--- src/rtl/dac_list_pkg.sv ---
package dac_list_pkg;

  localparam int BYTE_W     = 8;
  localparam int FRAME_BITS = 2 * BYTE_W;
  localparam int CHAN_BITS  = 2;
  localparam int NIB_BITS   = 4;
  localparam logic [1:0] MODE_BITS = 2'b11;

  typedef enum logic [3:0] {
    S_COUNT,
    S_LOW,
    S_HIGH,
    S_CHAN,
    S_WAIT,
    S_CLKLO,
    S_CLKHI,
    S_HOLD,
    S_GAP
  } dacState_t;

  typedef struct packed {
    logic captLow;
    logic captHigh;
    logic loadFrame;
    logic shiftBit;
    logic csLow;
    logic csHigh;
    logic clkRise;
    logic clkFall;
  } dacStrobes_t;

endpackage

--- src/rtl/dac_list_ctrl.sv ---
module dac_list_ctrl
  import dac_list_pkg::*;
#(
  parameter int HALF_PERIOD = 2
) (
  input  logic              clk,
  input  logic              rstN,
  input  logic [BYTE_W-1:0] listByte,
  input  logic              listValid,
  input  logic              busBusy,
  output logic              listReady,
  output dacStrobes_t       strobe
);

  localparam int TW = $clog2(2 * HALF_PERIOD) + 1;
  localparam logic [TW-1:0] HALF_LOAD = TW'(HALF_PERIOD - 1);
  localparam logic [TW-1:0] GAP_LOAD  = TW'(2 * HALF_PERIOD - 1);
  localparam int BW = $clog2(FRAME_BITS);
  localparam logic [BW-1:0] LAST_BIT = BW'(FRAME_BITS - 1);

  dacState_t         state, stateNext;
  logic [TW-1:0]     timer, timerNext;
  logic [BW-1:0]     bitCnt, bitCntNext;
  logic [BYTE_W-1:0] remain, remainNext;
  logic              timerDone;

  assign timerDone = (timer == '0);

  always_comb begin
    stateNext  = state;
    timerNext  = timer;
    bitCntNext = bitCnt;
    remainNext = remain;
    strobe     = '0;
    listReady  = 1'b0;
    unique case (state)
      S_COUNT: begin
        listReady = 1'b1;
        if (listValid && listByte != '0) begin
          remainNext = listByte;
          stateNext  = S_LOW;
        end
      end
      S_LOW: begin
        listReady = 1'b1;
        if (listValid) begin
          strobe.captLow = 1'b1;
          stateNext      = S_HIGH;
        end
      end
      S_HIGH: begin
        listReady = 1'b1;
        if (listValid) begin
          strobe.captHigh = 1'b1;
          stateNext       = S_CHAN;
        end
      end
      S_CHAN: begin
        listReady = 1'b1;
        if (listValid) begin
          strobe.loadFrame = 1'b1;
          stateNext        = S_WAIT;
        end
      end
      S_WAIT: begin
        if (!busBusy) begin
          strobe.csLow = 1'b1;
          timerNext    = HALF_LOAD;
          bitCntNext   = '0;
          stateNext    = S_CLKLO;
        end
      end
      S_CLKLO: begin
        if (timerDone) begin
          strobe.clkRise = 1'b1;
          timerNext      = HALF_LOAD;
          stateNext      = S_CLKHI;
        end else begin
          timerNext = timer - 1'b1;
        end
      end
      S_CLKHI: begin
        if (timerDone) begin
          strobe.clkFall  = 1'b1;
          strobe.shiftBit = 1'b1;
          timerNext       = HALF_LOAD;
          bitCntNext      = bitCnt + 1'b1;
          stateNext       = (bitCnt == LAST_BIT) ? S_HOLD : S_CLKLO;
        end else begin
          timerNext = timer - 1'b1;
        end
      end
      S_HOLD: begin
        if (timerDone) begin
          strobe.csHigh = 1'b1;
          timerNext     = GAP_LOAD;
          stateNext     = S_GAP;
        end else begin
          timerNext = timer - 1'b1;
        end
      end
      S_GAP: begin
        if (timerDone) begin
          remainNext = remain - 1'b1;
          stateNext  = (remain == BYTE_W'(1)) ? S_COUNT : S_LOW;
        end else begin
          timerNext = timer - 1'b1;
        end
      end
      default: stateNext = S_COUNT;
    endcase
  end

  always_ff @(posedge clk) begin
    if (!rstN) begin
      state  <= S_COUNT;
      timer  <= '0;
      bitCnt <= '0;
      remain <= '0;
    end else begin
      state  <= stateNext;
      timer  <= timerNext;
      bitCnt <= bitCntNext;
      remain <= remainNext;
    end
  end

endmodule

--- src/rtl/dac_list_datapath.sv ---
module dac_list_datapath
  import dac_list_pkg::*;
(
  input  logic              clk,
  input  logic              rstN,
  input  dacStrobes_t       strobe,
  input  logic [BYTE_W-1:0] listByte,
  output logic              dacSclk,
  output logic              dacDin,
  output logic              dacCsN
);

  logic [BYTE_W-1:0]     lowReg;
  logic [NIB_BITS-1:0]   highNib;
  logic [FRAME_BITS-1:0] shiftReg;
  logic [FRAME_BITS-1:0] frameWord;
  logic                  csReg;
  logic                  sclkReg;

  // channel field from the top bits of the channel byte, upper value nibble
  // trimmed to four bits so it cannot reach the mode or channel positions
  assign frameWord = {listByte[BYTE_W-1 -: CHAN_BITS], MODE_BITS, highNib, lowReg};

  always_ff @(posedge clk) begin
    if (!rstN) begin
      lowReg   <= '0;
      highNib  <= '0;
      shiftReg <= '0;
    end else begin
      if (strobe.captLow)  lowReg  <= listByte;
      if (strobe.captHigh) highNib <= listByte[NIB_BITS-1:0];
      if (strobe.loadFrame)     shiftReg <= frameWord;
      else if (strobe.shiftBit) shiftReg <= {shiftReg[FRAME_BITS-2:0], 1'b0};
    end
  end

  always_ff @(posedge clk) begin
    if (!rstN) begin
      csReg   <= 1'b1;
      sclkReg <= 1'b0;
    end else begin
      if (strobe.csLow)        csReg <= 1'b0;
      else if (strobe.csHigh)  csReg <= 1'b1;
      if (strobe.clkRise)      sclkReg <= 1'b1;
      else if (strobe.clkFall) sclkReg <= 1'b0;
    end
  end

  assign dacCsN  = csReg;
  assign dacSclk = sclkReg;
  assign dacDin  = shiftReg[FRAME_BITS-1] & ~csReg;

endmodule

--- src/rtl/dac_list_writer.sv ---
module dac_list_writer
  import dac_list_pkg::*;
#(
  parameter int HALF_PERIOD = 2
) (
  input  logic       clk,
  input  logic       rstN,
  input  logic [7:0] listByte,
  input  logic       listValid,
  output logic       listReady,
  input  logic       busBusy,
  output logic       dacSclk,
  output logic       dacDin,
  output logic       dacCsN
);

  dacStrobes_t strobe;

  dac_list_ctrl #(.HALF_PERIOD(HALF_PERIOD)) ctrl_i (
    .clk       (clk),
    .rstN      (rstN),
    .listByte  (listByte),
    .listValid (listValid),
    .busBusy   (busBusy),
    .listReady (listReady),
    .strobe    (strobe)
  );

  dac_list_datapath dp_i (
    .clk      (clk),
    .rstN     (rstN),
    .strobe   (strobe),
    .listByte (listByte),
    .dacSclk  (dacSclk),
    .dacDin   (dacDin),
    .dacCsN   (dacCsN)
  );

endmodule

--- config.mk ---
export PLATFORM = sky130hd
export DESIGN_NAME = dac_list_writer
export DESIGN_NICKNAME = d
export VERILOG_FILES = /design/src/rtl/dac_list_pkg.sv /design/src/rtl/dac_list_ctrl.sv /design/src/rtl/dac_list_datapath.sv /design/src/rtl/dac_list_writer.sv
export SDC_FILE = /design/constraint.sdc
export NUM_CORES = 1
export LEC_CHECK = 0
export BUFFER_PORTS_ARGS = -buffer_cell sky130_fd_sc_hd__buf_2
export CELL_PAD_IN_SITES_DETAIL_PLACEMENT = 0
export CELL_PAD_IN_SITES_GLOBAL_PLACEMENT = 1
export CORE_ASPECT_RATIO = 1.25
export CORE_UTILIZATION = 40
export DETAILED_ROUTE_END_ITERATION = 6
export GPL_TIMING_DRIVEN = 0
export MAX_ROUTING_LAYER = met4
export PLACE_DENSITY_LB_ADDON = 0.1
export SLEW_MARGIN = 5
export SYNTH_ARGS = -nofsm -noshare
export SYNTH_HDL_FRONTEND = slang
export SYNTH_SLANG_ARGS = --single-unit
export TNS_END_PERCENT = 20
--- constraint.sdc ---
create_clock -name clk -period 1.65 [get_ports clk]
set_input_delay 0.33 -clock clk [delete_from_list [all_inputs] [get_ports clk]]
set_output_delay 0.33 -clock clk [all_outputs]
set_load 0.02 [all_outputs]
Word-level counts from Yosys, hierarchy flattened:

Index checks and enable logic that the tools add are counted.

* add/sub/neg operators: 3
* equality and inequality tests: 20
* multiplexer cells: 40
* bitwise gates (word level): 2
* reductions and logical operators: 16

Operators with widths (number)
* two-way mux 4 bit: 11
* one-hot mux 4 bit (9 select lines): 1
* two-way mux 16 bit: 2
* equality test 4 x 3 -> 1 bit (second input constant): 4
* two-way mux 1 bit: 16
* two-way mux 8 bit: 2
* one-hot mux 8 bit (2 select lines): 1
* two-way mux 3 bit: 4
* one-hot mux 3 bit (4 select lines): 1
* != test 2 x 1 -> 1 bit (second input constant): 5
* != test 2 bit (second input constant): 5
* nonzero test 2 bit: 5
* AND reduction 3 bit: 3
* AND reduction 9 bit: 1
* equality test 4 x 2 -> 1 bit (second input constant): 2
* equality test 4 bit (second input constant): 2
* equality test 8 x 1 -> 1 bit (second input constant): 1
* one-hot mux 4 bit (2 select lines): 1
* nonzero test 8 bit: 1
* subtractor 8 x 1 -> 8 bit (second input constant): 1
* adder 4 x 1 -> 4 bit (second input constant): 1
* equality test 4 x 1 -> 1 bit (second input constant): 1
* zero test 4 bit: 1
* nonzero test 4 bit: 1
* other kinds (8): 8

* flip-flop bits (word level): 49
* input port bits: 12
* output and inout bits: 4
* logic and storage cells: 90

Depth between registers and ports, before layout:

* depth in word-level cells: 5
* mapped depth: 9
* mapped depth without buffers: 7

Modules after synthesis:

From an unflattened synthesis, not the netlist that was laid out.

* cells, all modules: 292
* area total of the unflattened synthesis: 2682.6 µm²

Modules (own cells, without submodules)
* dac_list_ctrl: times used 1, cells an instance 177, area an instance 1351.3 µm², seq. area each 380.4 µm²
* dac_list_datapath: times used 1, cells an instance 115, area an instance 1331.3 µm², seq. area each 600.6 µm²

Worst setup path before layout:

OpenSTA, ideal clock, no wires.

* path type: register -> register
* from: reg ctrl_i.state[2]
* to: reg dp_i.shiftReg[10]
* library setup time: 0.116 ns
* arrival time: 1.641 ns
* data required time: 1.534 ns
* slack: -0.107 ns
* cell stages (with the launch flop): 7
* buffers on the path: 3
* clock period less this slack: 1.757 ns
* cells stage by stage: dfxtp_1 > buf_2 > nor2_1 > nand4_1 > clkbuf_1 > buf_1 > o211a_1

* cells in the longest elaborated chain, start to end: 3
* elaborated cells on any way between the ends: 6
* classes of those cells: 2 x eq/ne; 3 x mux; 1 x reduce/logical

RTL lines
* from (decl): RTL line dac_list_ctrl.sv:21 `dacState_t state, stateNext;`
* from (signal assigned): RTL line dac_list_ctrl.sv:121 `state <= stateNext;`
* equality test 4 x 2 -> 1 bit / equality test 4 x 3 -> 1 bit (equally long branches): RTL line dac_list_ctrl.sv:36 `unique case (state)`
* two-way mux 1 bit: RTL line dac_list_ctrl.sv:36
* two-way mux 16 bit / nonzero test 2 bit (equally long branches)
* to (signal assigned): RTL line dac_list_datapath.sv:32 `if (strobe.loadFrame) shiftReg <= frameWord;`
* to (signal assigned): RTL line dac_list_datapath.sv:33 `else if (strobe.shiftBit) shiftReg <= {shiftReg[FRAME_BITS-2:0], 1'b0};`
* to (decl): RTL line dac_list_datapath.sv:15 `logic [FRAME_BITS-1:0] shiftReg;`

Several ways; a longest one is shown, not always the timed one.
A chain may end at the register's enable or synchronous reset.

Worst setup path after layout:

* from: reg ctrl_i.state[1]
* to: reg ctrl_i.state[1]

* cells in the longest elaborated chain, start to end: 3
* elaborated cells on any way between the ends: 20
* classes of those cells: 17 x eq/ne; 1 x mux; 2 x reduce/logical

RTL lines (RTL line)
* equality test 4 x 3 -> 1 bit, or another cell as far along: dac_list_ctrl.sv:36
* != test 2 x 1 -> 1 bit (no line) / != test 2 bit (equally long branches)
* AND reduction 9 bit (no line)

Several ways; a longest one is shown, not always the timed one.

==> summary.md <==
| Metric | Value |
|---|---|
| Status | `finished with violations` |
| Violated checks | `setup timing` |
| Crit-path max cell delay | `360 ps` |
| Worst EP required | `1890 ps` |
| Maximum VDD drop | `0.469 mV` |
| Mapped Cells | `302` |
| Via density per instance | `5.65` |
| Final Setup Violations | `16` |
| Post-Syn Area per Cell | `8.07 sq um` |
| Hold Path Stages | `3` |
| Register area share after synthesis | `40.2%` |
| Initial antenna violation count | `0` |
| WP depth | `6` |
| Ant. Diodes | `0` |
| GR Overflow Total | `0` |
| CTS H-Tree Depth | `2` |
| Largest family of logic cells by synthesized area | `simple AND/OR/NAND/NOR gates` |
| XOR/XNOR share of the synthesized area | `0.718%` |
| Initial Util | `between 40% and 50%` |
| CTS tree | `yes` |
| Reg2Reg Depth | `6` |
| Yosys warnings | `0` |
| Hold worst-path end | `dp_i.lowReg[4]` |
| Cell family with the largest share of critical-path delay | `simple AND/OR/NAND/NOR gates` |
| Compound-Gate Fraction of Synth Area | `20.8%` |
| Largest net degree at the start of global routing | `17` |
| CP arrival | `1990 ps` |
| ANT nets after route | `0` |
| CP max FO | `10` |
| Multiplexer share of the synthesized area | `roughly 6.2%` |
| Fillers | `584` |
| Post-DP Area | `2620 sq um` |
| Critical path origin | `ctrl_i.state[1]` |
| CTS root buffer | `clkbuf_8` |
| Slew HR | `60.2%` |
| Final non-filler cell total | `402` |
| Fin Hold WS | `~290 ps` |
| Critical path cell sequence | `buf_2 > or2_2 > a21oi_2 > nand2_1 > or3_1 > a21oi_1` |
| Max capacitance violation total | `0` |
| RR Startpoint | `ctrl_i.state[1]` |
| CP Capture Type | `flop` |
| R2R Path End | `ctrl_i.state[1]` |
| EDFF count, synth | `0` |
| F_max | `approximately 0.57 GHz` |
| Cell Rows | `31` |
| Iter 0 DRT Violations | `135` |
| Synth area leader | `dfxtp_1` |
| Die width | `about 72 um` |
| Ports | `16` |
| Final net count | `352` |
| Placed insts | `between 300 and 400` |
| DP HPWL | `4540 um` |
| Post-route clock period utilization | `106%` |
| Fin. Hold Viols | `0` |
| Post-Synth Simple-Gate Area | `approximately a quarter` |
| Minimum clock period | `1750 ps` |
| R2R setup slack | `-100 ps` |
| Commonest cells in the netlist | `49 x dfxtp_1, 45 x nand2_1, 34 x nor2_1` |
| DRT Wirelength | `6440 um` |
| Area of the mapped netlist | `2440 sq um` |
| FFs w/ async S/R, synth | `0%` |
| Post-Place Setup Slack | `-437 ps` |
| Port Buffer Count | `14` |
| Die area | `around 6400 sq um` |
| Critical path class | `reg -> reg` |
| Startpoint Class | `flop` |
| Flops & latches, synth | `49` |
| Worst setup margin | `-96.0 ps` |
| Core box area | `5820 sq um` |
| Static Leak | `1.32 nW` |
| First-pass GRT wire length | `10700 um` |
| Clk slew on worst S/H paths | `90 ps` |
| Yosys cell types | `45` |
| Clk_skew | `4.43 ps` |
| Total number of vias | `2271` |
| Ranking of synthesized cells by area | `dfxtp_1 40%, nand2_1 6.9%, mux2i_1 6.2%` |
| RSZ-0062 raised after global routing | `yes` |
| Layout cells sized above 1 | `between 20% and 30%` |
| Die height | `89.3 um` |
| Synth Flop Type | `dfxtp_1` |
| Slowest cell on the critical path | `or2_2` |
| PD cells | `roughly 1100 nW/um^2` |
| Worst Hold Launch | `listByte[4]` |
| Total CTS buffers | `5` |
| Synth Area in Adders | `2.57%` |
| WP buf/inv | `1` |
| Routed len/inst | `~16 um` |
| Cts hold-fix bufs | `0` |
| Total track usage | `22.7%` |
| Design area | `approximately 3000 sq um` |
| Setup TNS | `-858 ps` |
| Final Wtd Congestion | `0.824` |
| Synth top area share | `40.2%` |
| Area Growth Syn to Fin | `24.2%` |
| Syn nets | `between 300 and 400` |
| Most frequent cell after synthesis | `dfxtp_1` |
| Max clock buf depth | `2` |
| Vias in the first global route | `2075` |
| Worst-Margin Slew | `596 ps` |
| CTS sink cnt | `49` |
| Remaining DRCs | `0` |
| Hold crit path type | `in -> reg` |
| Final Max Slew Viols | `0` |
| Later-pin clock latency in the skew report | `310 ps` |
| TritonRoute pass-1 iters | `4` |
[cell families (layout without fill, tap and decap cells)]
| family | after synthesis | after routing |
|---|---|---|
| AO/OA/AOI/OAI | 75 | 75 |
| AND/OR/NAND/NOR | 129 | 129 |
| multiplexers | 15 | 15 |
| flip-flops | 49 | 49 |
| XOR/XNOR | 2 | 2 |
| buffers and inverters | 27 | 61 |
| adder cells (fa/ha/maj) | 5 | 5 |
[layout make-up]
class | instances | area (sq um) | area share, %
repair buffers | 26 | 200 | 6.61
clock inverters | 3 | 21.3 | 0.702
inverters | 8 | 30.0 | 0.992
flip-flops and latches | 49 | 986 | 32.6
multi-input cells | 226 | 1510 | 49.7
clock buffers | 5 | 68.8 | 2.27
plain buffers | 19 | 134 | 4.42
well taps | 66 | 82.6 | 2.73
[power by group]
part / switching [mW] / total (mW) / internal, mW / leakage [nW]
Combinational: 0.673 / 1.13 / 0.453 / 0.876
Clock: 0.437 / 0.739 / 0.302 / 0.0445
Sequential: 0.110 / 1.44 / 1.33 / 0.400
Total: 1.22 / 3.31 / 2.09 / 1.32
[worst min-delay path, stage by stage]
cell and delay (ps):
buf_2 100, mux2i_1 60, nor2_1 70
[per-layer routing]
| metal | global-route usage, % | up-vias | share of wire (%) |
|---|---|---|---|
| li1 | - | 1133 | - |
| met1 | 27.9 | 1087 | 45 |
| met2 | 38.2 | 42 | 51 |
| met3 | 3.61 | 9 | 2.5 |
| met4 | 7.31 | 0 | 1.8 |
| met5 | - | - | 0 |
[worst max path at each step]
| stage | to | slack (ps) |
|---|---|---|
| CTS | ctrl_i.timer[2] | -140 |
| global route | ctrl_i.remain[6] | -200 |
| finish | ctrl_i.state[1] | -100 |
| detailed placement | ctrl_i.remain[3] | -440 |
| global placement | ctrl_i.remain[3] | -440 |
| floorplan | ctrl_i.timer[2] | -10 |
[cells in the final DEF (no fill, tap or decap), types with 3 or more instances in the layout]
master	n
dfxtp_1	45
nand2_1	42
nor2_1	30
buf_2	18
a21oi_1	16
mux2i_1	15
nand3_1	15
o211a_1	11
o21ai_0	9
buf_4	8
clkbuf_1	7
inv_1	6
clkbuf_8	6
buf_6	5
nand2b_1	5
o21ai_1	5
a31oi_1	4
ha_1	4
dfxtp_2	4
a211oi_1	3
nor2_4	3
nor3_1	3
or3_1	3
o21ai_2	3
o21a_1	3
nand2_2	3
a22oi_1	3
[metrics by stage]
| step | util [%] | power [mW] |
|---|---|---|
| 3_3_place_gp | 45.0 | 2.38 |
| 4_1_cts | 49.7 | 3.22 |
| 3_5_place_dp | 45.0 | 2.38 |
| 5_1_grt | 52.0 | 3.52 |
| 6_report | 52.0 | 3.31 |
| 2_1_floorplan | - | 2.14 |
[sequential cells by signal (all words and copies together), names as in the netlist]
register	count
ctrl_i.timer	3
dp_i.dacSclk	1
dp_i.highNib	4
ctrl_i.bitCnt	4
dp_i.dacCsN	1
ctrl_i.state	4
dp_i.lowReg	8
dp_i.shiftReg	16
ctrl_i.remain	8
[what timing repair did]
action | CTS | global route
endpoints found under the setup margin | 43 | 43
gates cloned | 1 | 0
endpoints found under the hold margin | 0 | 0
pin swaps | 10 | 8
setup buffers | 4 | 7
resized for setup | 37 | 25
Note: power is estimated with default switching activity, not from simulation.
